File: src/rtl/bcd_calendar_core.sv
module bcd_calendar_core (
  input  logic        clk,
  input  logic        rst_n,
  input  logic        init_req,
  input  logic        hour12,
  input  logic        tr_we,
  input  logic [22:0] tr_wd,
  input  logic        dr_we,
  input  logic [23:0] dr_wd,
  input  logic        pr_we,
  input  logic [22:0] pr_wd,
  output logic [22:0] tr_q,
  output logic [23:0] dr_q,
  output logic [22:0] pr_q,
  output logic [7:0]  stat_q,
  output logic        sec_tick
);

  localparam logic [22:0] TR_MASK  = 23'h7F7F7F;
  localparam logic [23:0] DR_MASK  = 24'hFFFF3F;
  localparam logic [22:0] PR_MASK  = 23'h7F7FFF;
  localparam logic [23:0] DR_RESET = 24'h002101;
  localparam logic [22:0] PR_RESET = 23'h7F00FF;

  logic [1:0]  rdy_sr;
  logic        inited;
  logic [6:0]  cnt_a;
  logic [14:0] cnt_s;
  logic [22:0] t_nx;
  logic [23:0] d_nx;

  wire init_rdy = rdy_sr[1];
  wire run      = !init_req && !init_rdy;
  wire a_end    = cnt_a == pr_q[22:16];
  wire s_end    = cnt_s == pr_q[14:0];

  assign sec_tick = run && a_end && s_end;
  assign stat_q   = {init_req, init_rdy, 1'b0, inited, 4'b0000};

  function automatic logic [7:0] bcd_inc(input logic [7:0] v);
    return (v[3:0] == 4'd9) ? {v[7:4] + 4'd1, 4'd0} : {v[7:4], v[3:0] + 4'd1};
  endfunction

  logic [7:0] sec_i, min_i, hr_i, day_i, mon_i, yr_i, last_day;
  logic       leap, day_carry;

  assign sec_i = bcd_inc({1'b0, tr_q[6:0]});
  assign min_i = bcd_inc({1'b0, tr_q[14:8]});
  assign hr_i  = bcd_inc({2'b00, tr_q[21:16]});
  assign day_i = bcd_inc({2'b00, dr_q[5:0]});
  assign mon_i = bcd_inc({3'b000, dr_q[12:8]});
  assign yr_i  = bcd_inc(dr_q[23:16]);
  assign leap  = (({dr_q[20], 1'b0} + dr_q[17:16]) == 2'b00);

  always_comb begin
    case (dr_q[12:8])
      5'h02:                      last_day = leap ? 8'h29 : 8'h28;
      5'h04, 5'h06, 5'h09, 5'h11: last_day = 8'h30;
      default:                    last_day = 8'h31;
    endcase
  end

  always_comb begin
    t_nx = tr_q;
    d_nx = dr_q;
    day_carry = 1'b0;
    t_nx[6:0] = (tr_q[6:0] == 7'h59) ? 7'h00 : sec_i[6:0];
    if (tr_q[6:0] == 7'h59) begin
      t_nx[14:8] = (tr_q[14:8] == 7'h59) ? 7'h00 : min_i[6:0];
      if (tr_q[14:8] == 7'h59) begin
        if (!hour12) begin
          if (tr_q[21:16] == 6'h23) begin
            t_nx[21:16] = 6'h00;
            day_carry = 1'b1;
          end else t_nx[21:16] = hr_i[5:0];
        end else if (tr_q[21:16] == 6'h12) begin
          t_nx[21:16] = 6'h01;
        end else if (tr_q[21:16] == 6'h11) begin
          t_nx[21:16] = 6'h12;
          t_nx[22] = !tr_q[22];
          day_carry = tr_q[22];
        end else t_nx[21:16] = hr_i[5:0];
      end
    end
    if (day_carry) begin
      d_nx[15:13] = (dr_q[15:13] == 3'd7) ? 3'd1 : dr_q[15:13] + 3'd1;
      if (dr_q[5:0] == last_day[5:0]) begin
        d_nx[5:0] = 6'h01;
        if (dr_q[12:8] == 5'h12) begin
          d_nx[12:8]  = 5'h01;
          d_nx[23:16] = (dr_q[23:16] == 8'h99) ? 8'h00 : yr_i;
        end else d_nx[12:8] = mon_i[4:0];
      end else d_nx[5:0] = day_i[5:0];
    end
  end

  always_ff @(posedge clk or negedge rst_n) begin
    if (!rst_n) begin
      rdy_sr <= 2'b00;
      inited <= 1'b0;
      cnt_a  <= '0;
      cnt_s  <= '0;
      tr_q   <= '0;
      dr_q   <= DR_RESET;
      pr_q   <= PR_RESET;
    end else begin
      rdy_sr <= init_req ? {rdy_sr[0], 1'b1} : 2'b00;
      if (init_rdy && !init_req) inited <= 1'b1;
      if (!run) begin
        cnt_a <= '0;
        cnt_s <= '0;
      end else if (a_end) begin
        cnt_a <= '0;
        cnt_s <= s_end ? '0 : cnt_s + 15'd1;
      end else cnt_a <= cnt_a + 7'd1;
      if (init_rdy) begin
        if (tr_we) tr_q <= tr_wd & TR_MASK;
        if (dr_we) dr_q <= dr_wd & DR_MASK;
        if (pr_we) pr_q <= pr_wd & PR_MASK;
      end else if (sec_tick) begin
        tr_q <= t_nx;
        dr_q <= d_nx;
      end
    end
  end


  ready_after_req_chk: assert property (@(posedge clk) disable iff (!rst_n)
    $rose(init_rdy) |-> init_req && $past(init_req));


  frozen_in_init_chk: assert property (@(posedge clk) disable iff (!rst_n)
    (init_req && !tr_we) |=> $stable(tr_q));


  prescale_guard_chk: assert property (@(posedge clk) disable iff (!rst_n)
    !init_rdy |=> $stable(pr_q));


  date_hold_chk: assert property (@(posedge clk) disable iff (!rst_n)
    (!sec_tick && !(dr_we && init_rdy)) |=> $stable(dr_q));


  inited_sticky_chk: assert property (@(posedge clk) disable iff (!rst_n)
    stat_q[4] |=> stat_q[4]);

endmodule

File: config.mk
export PLATFORM = sky130hd
export DESIGN_NAME = bcd_calendar_core
export DESIGN_NICKNAME = d
export VERILOG_FILES = /design/src/rtl/bcd_calendar_core.sv
export SDC_FILE = /design/constraint.sdc
export NUM_CORES = 1
export LEC_CHECK = 0
export BUFFER_PORTS_ARGS = -buffer_cell sky130_fd_sc_hd__buf_2
export CAP_MARGIN = 20
export CELL_PAD_IN_SITES_DETAIL_PLACEMENT = 2
export CELL_PAD_IN_SITES_GLOBAL_PLACEMENT = 2
export CORE_MARGIN = 4
export CORE_UTILIZATION = 32
export CTS_BUF_LIST = sky130_fd_sc_hd__clkbuf_4 sky130_fd_sc_hd__clkbuf_8
export DETAILED_ROUTE_END_ITERATION = 16
export PLACE_DENSITY = 0.88
export SKIP_CTS_REPAIR_TIMING = 1
export SLEW_MARGIN = 20
export SYNTH_ARGS = -nofsm -noshare
export SYNTH_HDL_FRONTEND = slang
export SYNTH_SLANG_ARGS = --single-unit
File: constraint.sdc
create_clock -name clk -period 3.5 [get_ports clk]
set_input_delay 0.525 -clock clk [delete_from_list [all_inputs] [get_ports clk]]
set_output_delay 0.525 -clock clk [all_outputs]
set_load 0.02 [all_outputs]
==> flow_summary.toml, run 1 <==
[sta]
min_period_over_period_pct = 89.4
fin_worst_skew_ns = 0.0125
finalHoldViolations = 0
fmax_ghz = 0.319
period_minus_slack_ns = 3.13
rsz0062_at_grt = "false"
setup_viol = 0
relSlewSlack_pct = 29.4
slew_viol_final = 0
worst_slew_pin_slew_ns = 1.05
tns_ns = 0

[detailed_routing]
antenna_left = 0
drc = 0
viasPerCell = 5.49
drtIter0Drc = 223
drt-wirelength-per-cell_um = 20.5
via_count = 5154
first_pass_iters = 4
wl_mm = 19.3

[cells_and_area]
nets = 801
drive_above_1_share_pct = 32.6
final_cells = 939
syn2layout_area_growth_pct = 20.7

[clocking]
cts_sinks = 90
root_buffer = "clkbuf_8"
htree_levels = 3
clk_pin_slew_ns = 0.10
numCtsBuffers = 9
cts_tree = "built"
insertion_delay_ns = 0.39
cts_buffer_depth = 2

[global_routing]
grt_start_max_net_pins = 69
antenna_found_initial = 2
grt_pass1_wl_mm = 31.7
grt_usage_pct = 20.0
grt_overflow_total = 0
grt_pass1_vias = 5872

[critical_path]
cpMaxStageDelayCell = "or4_1"
path_class = "reg -> out"
cp_cell_sequence = "xnor2_1 > nand3_1 > or4_1 > buf_4 > nor3_1 > buf_2"
cp.required_ns = 2.97
worst-path-max-fanout = 8
start_kind = "flop"
critical-path-max-stage-delay_ns = 0.58
timing.rr.start = "cnt_s[3]$_DFFE_PN0P_"
end_kind = "output pin"
crit_start = "pr_q[22]$_DFFE_PN1P_"
cp_data_arrival_time_ns = 2.61

[place]
dp_cells = 921
dp_hpwl_mm = 14.6
gp_congestion = 0.858
portBuffers = 140

[yosys]
synth.distinct_cells = 63
synthCells = 576
synth_common_cells = "dfrtp_1, nand2_1, o21ai_0, mux2_2, nor2_1"
synth-simple-area-share_pct = 17.4
yosysWarnings = 0
muxShareOfSynthArea_pct = 9.60
synth.most_common_cell = "dfrtp_1"
synth_compound_area_share_pct = 17.1
netlist_area_um2 = 5470
yosysTopAreaCellShare_pct = 32.9
synthXorXnorAreaFrac_pct = 5.92
synthFlopType = "dfrtp_1"
synthArstFlopShare_pct = 100
synthAdderAreaFrac_pct = 2.74
synth_seq_area_share_pct = 41.6
synth_top_family_by_area = "simple AND/OR/NAND/NOR gates"
ys_seq_elements = 90
yosysTopAreaCell = "dfrtp_1"
synth_area_leaders = "dfrtp_1, dfstp_2, mux2_2, o21ai_0, nand2_1"
syn_area_per_cell_um2 = 9.50
synth_edf_count = 0

[power]
ir_worst_vdd_v = 0.000226
power_density_nw_per_um2 = 519
p_leak_nw = 2.93

[floorplanning]
core_um2 = 16700
fp.dieArea_um2 = 19300
rows = 47
die_y_um = 139
io_pins = 156
die_w_um = 139
start_util_pct = 32.8

[flow_run]
maxCapViolCount = 0

[outcome]
outcome = "finished, final reports clean"

[min_path]
min_path_type = "in -> async"
[power by group]
part / leakage [nW] / total, mW / switching, mW / internal [mW]
sequential: 1.11 / 1.50 / 0.266 / 1.24
combinational: 1.73 / 1.15 / 0.695 / 0.454
clock: 0.0945 / 0.775 / 0.425 / 0.350
total: 2.93 / 3.43 / 1.39 / 2.04
[sequential cells by signal, indices dropped and copies added (netlist names)]
name,flops
cnt_a,7
cnt_s,15
dr_q,22
inited,1
pr_q,22
rdy_sr,2
tr_q,21
[final cells by class]
type                    instances  area (um2)
clock buffers                  10         138
clock inverters                 6        66.3
flip-flops and latches         90        2280
multi-input cells             430        2930
diodes                          2        5.00
fillers                      1912       10100
repair buffers                156         823
inverters                      25        93.8
well taps                     220         275
[placed cells by master (no fill, tap or decap), types with 5 or more instances in the layout]
cell type	Yosys	layout
a221oi_1	6	6
and3_1	7	7
nor2b_1	6	6
nand3_1	25	25
xor2_1	19	19
inv_1	25	25
nor3_1	8	8
nand4_1	6	6
clkbuf_8	0	10
o31ai_1	6	6
and2_1	5	5
a22o_1	5	5
nor2_1	27	27
o211ai_1	5	5
buf_4	13	17
mux2_2	36	36
mux2i_1	12	12
a21oi_1	21	21
xnor2_1	18	18
buf_2	2	139
ha_1	12	12
dfrtp_1	72	71
conb_1	1	10
o21ai_0	43	43
a211oi_1	7	7
dfstp_2	18	18
o22ai_1	5	5
nand2_1	57	57
a22oi_1	10	10
nor4_1	16	16
a31oi_1	5	5
[through the flow]
| stage | total power, mW | setup slack [ns] | area [um2] | hold slack (ns) | utilization, % |
|---|---|---|---|---|---|
| 6_report | 3.43 | 0.370 | 6610 | 0.166 | 39.6 |
| 5_1_grt | 3.65 | 0.241 | 6610 | 0.211 | 39.5 |
| 4_1_cts | 3.47 | 0.327 | 6600 | 0.181 | 39.5 |
| 3_5_place_dp | 2.68 | 0.383 | 6400 | 0.468 | 38.3 |
| 3_3_place_gp | 2.56 | 0.472 | 6400 | 0.442 | 38.3 |
| 2_1_floorplan | 2.21 | 0.473 | 5510 | 0.229 | - |
[cell families after synthesis]
family,count (synthesis)
flip-flops,90
buffers and inverters,65
XOR/XNOR,37
other,1
multiplexers,48
AND/OR/NAND/NOR,185
adder cells (fa/ha/maj),12
AO/OA/AOI/OAI,138
[final timing paths]
path,endpoint,slack (ns),cells past startpoint
worst min register to register,rdy_sr[1]$_DFF_PN0_,0.48,1
worst max register to register,tr_q[11]$_DFFE_PN0P_,0.39,7
worst max-delay path,sec_tick,0.37,6
max in group asynchronous,pr_q[6]$_DFFE_PN1P_,2.47,2
min in group clk,tr_q[1]$_DFFE_PN0P_,0.37,3
worst min-delay path,dr_q[10]$_DFFE_PN0P_,0.17,1
[critical path, delay by kind of cell, from the launching register on]
| kind | cells | cell delay, ns |
|---|---|---|
| simple gates | 3 | 1.09 |
| flops | 1 | 0.56 |
| buf+inv | 2 | 0.44 |
| xor+xnor | 1 | 0.12 |
[routing by layer]
layer / up-vias / GRT usage [%] / wire [um]
met5: - / 0 / 7
met4: 2 / 5.97 / 289
met2: 147 / 35.4 / 9840
met3: 22 / 3.79 / 1050
met1: 2632 / 24.7 / 8080
li1: 2351 / - / -
Note: power is estimated with default switching activity, not from simulation.
==> run 2: changes to the inputs <==
- RECOVER_POWER: default -> 25
==> run 2 against run 1 <==
Against the previous run: clock power hardly changed; clock skew grew 0.0014 ns; setup slack is essentially flat; die area unchanged; power about the same; count of clock-buffer cells in the layout did not move; fmax hardly changed; critical path type unchanged; largest power group unchanged.
==> flow_summary.toml, run 2 (synthesis gave the netlist of run 1 again) <==
[min_path]
min_path_type = "in -> async"

[cells_and_area]
layout_common_cells = "buf_2, dfrtp_1, nand2_1"
seqCellArea_um2 = 2280
drive_above_1_share_pct = 32.4
final_common_cell = "buf_2"
reg_top3 = "dr_q: 22 flops, pr_q: 22 flops, tr_q: 21 flops"
multiInputGateArea_um2 = 2930
nFillCells = 1913
nets = 801
syn2layout_area_growth_pct = 20.6

[global_routing]
grt_overflow_total = 0
grt_start_max_net_pins = 69
grt_usage_pct = 20.0
grt_pass1_wl_mm = 31.7
antenna_found_initial = 2
grt_pass1_vias = 5872

[critical_path]
start_kind = "flop"
end_kind = "output pin"
worstRegToRegCells = 7
cp_cell_sequence = "xnor2_1 > nand3_1 > or4_1 > buf_4 > nor3_1 > buf_2"
worst-path-max-fanout = 8
cp_data_arrival_time_ns = 2.61
critical-path-max-stage-delay_ns = 0.58
cpMaxStageDelayCell = "or4_1"
path_class = "reg -> out"
cp.required_ns = 2.97

[detailed_routing]
antenna_left = 0
drc = 0
drtIter0Drc = 252
first_pass_iters = 4
wl_mm = 19.3
viasPerCell = 5.50
drt-wirelength-per-cell_um = 20.6
via_count = 5160

[flow_run]
maxCapViolCount = 0

[power]
p_leak_nw = 2.92
total_power_mw = 3.43
ir_worst_vdd_v = 0.000227
power_density_nw_per_um2 = 519

[floorplanning]
core_um2 = 16700
die_w_um = 139
rows = 47
fp.dieArea_um2 = 19300
die_y_um = 139
start_util_pct = 32.8
io_pins = 156

[clocking]
cts_tree = "built"
htree_levels = 3
numCtsBuffers = 9
cts_sinks = 90
cts_buffer_depth = 2
insertion_delay_ns = 0.39
clk_pin_slew_ns = 0.11
root_buffer = "clkbuf_8"

[sta]
period_minus_slack_ns = 3.13
fmax_ghz = 0.319
slew_viol_final = 0
setup_viol = 0
rsz0062_at_grt = "false"
fin_worst_skew_ns = 0.0139
tns_ns = 0
worst_slew_pin_slew_ns = 1.06
relSlewSlack_pct = 29.1
finalHoldViolations = 0
min_period_over_period_pct = 89.4

[place]
portBuffers = 140
gp_congestion = 0.858
dp_hpwl_mm = 14.6

[outcome]
outcome = "finished, final reports clean"
## run 2: cell types whose count changed in the layout (fill, tap and decap cells not counted)
cell	change
clkbuf_1	+2
buf_2	-1
buf_4	-1
diode_2	-1
## run 2: critical path, delay by kind of cell, from the launching register on
family                    cells  cell delay, ns
buffers and inverters         2            0.44
DFF                           1            0.56
and+or+nand+nor               3            1.09
xor gates and xnor gates      1            0.12
## run 2: report_power, final
| part | leakage [nW] | internal [mW] | switching [mW] |
|---|---|---|---|
| Clock | 0.0945 | 0.350 | 0.423 |
| Sequential | 1.11 | 1.24 | 0.267 |
| Combinational | 1.72 | 0.453 | 0.696 |
| Total | 2.92 | 2.04 | 1.39 |
## run 2: per-stage QoR
step | worst slack, ns | cell area [um2] | hold slack, ns | utilization [%] | cells
2_1_floorplan | 0.473 | 5510 | 0.229 | - | 585
3_3_place_gp | 0.472 | 6400 | 0.442 | 38.3 | 921
3_5_place_dp | 0.383 | 6400 | 0.468 | 38.3 | 921
4_1_cts | 0.327 | 6600 | 0.181 | 39.5 | 937
5_1_grt | 0.241 | 6600 | 0.211 | 39.5 | 938
6_report | 0.370 | 6600 | 0.168 | 39.5 | 938
## run 2: final cells by class
type / instances / share of cell area, %
antenna: 1 / 0.0379
clock buffer: 10 / 2.09
clock inverter: 6 / 1.00
inverter: 25 / 1.42
multi-input combinational: 430 / 44.4
sequential: 90 / 34.5
tap: 220 / 4.17
timing repair buffer: 156 / 12.4
## run 2: final timing paths
path	start	end	slack, ns
hold / removal	rst_n	dr_q[10]$_DFFE_PN0P_	0.17
min in group clk	tr_wd[1]	tr_q[1]$_DFFE_PN0P_	0.37
setup / recovery	pr_q[22]$_DFFE_PN1P_	sec_tick	0.37
setup reg to reg	cnt_s[3]$_DFFE_PN0P_	tr_q[11]$_DFFE_PN0P_	0.39
hold reg to reg	rdy_sr[0]$_DFF_PN0_	rdy_sr[1]$_DFF_PN0_	0.48
max in group asynchronous	rst_n	cnt_s[9]$_DFFE_PN0P_	1.93
## run 2: layer usage
| layer | global-route usage [%] | vias to the layer above | share of wire, % |
|---|---|---|---|
| met2 | 35.4 | 159 | 51 |
| met3 | 3.79 | 22 | 5.1 |
| met1 | 24.7 | 2633 | 42 |
| met5 | 0 | - | 0.036 |
| li1 | - | 2344 | - |
| met4 | 5.97 | 2 | 1.5 |
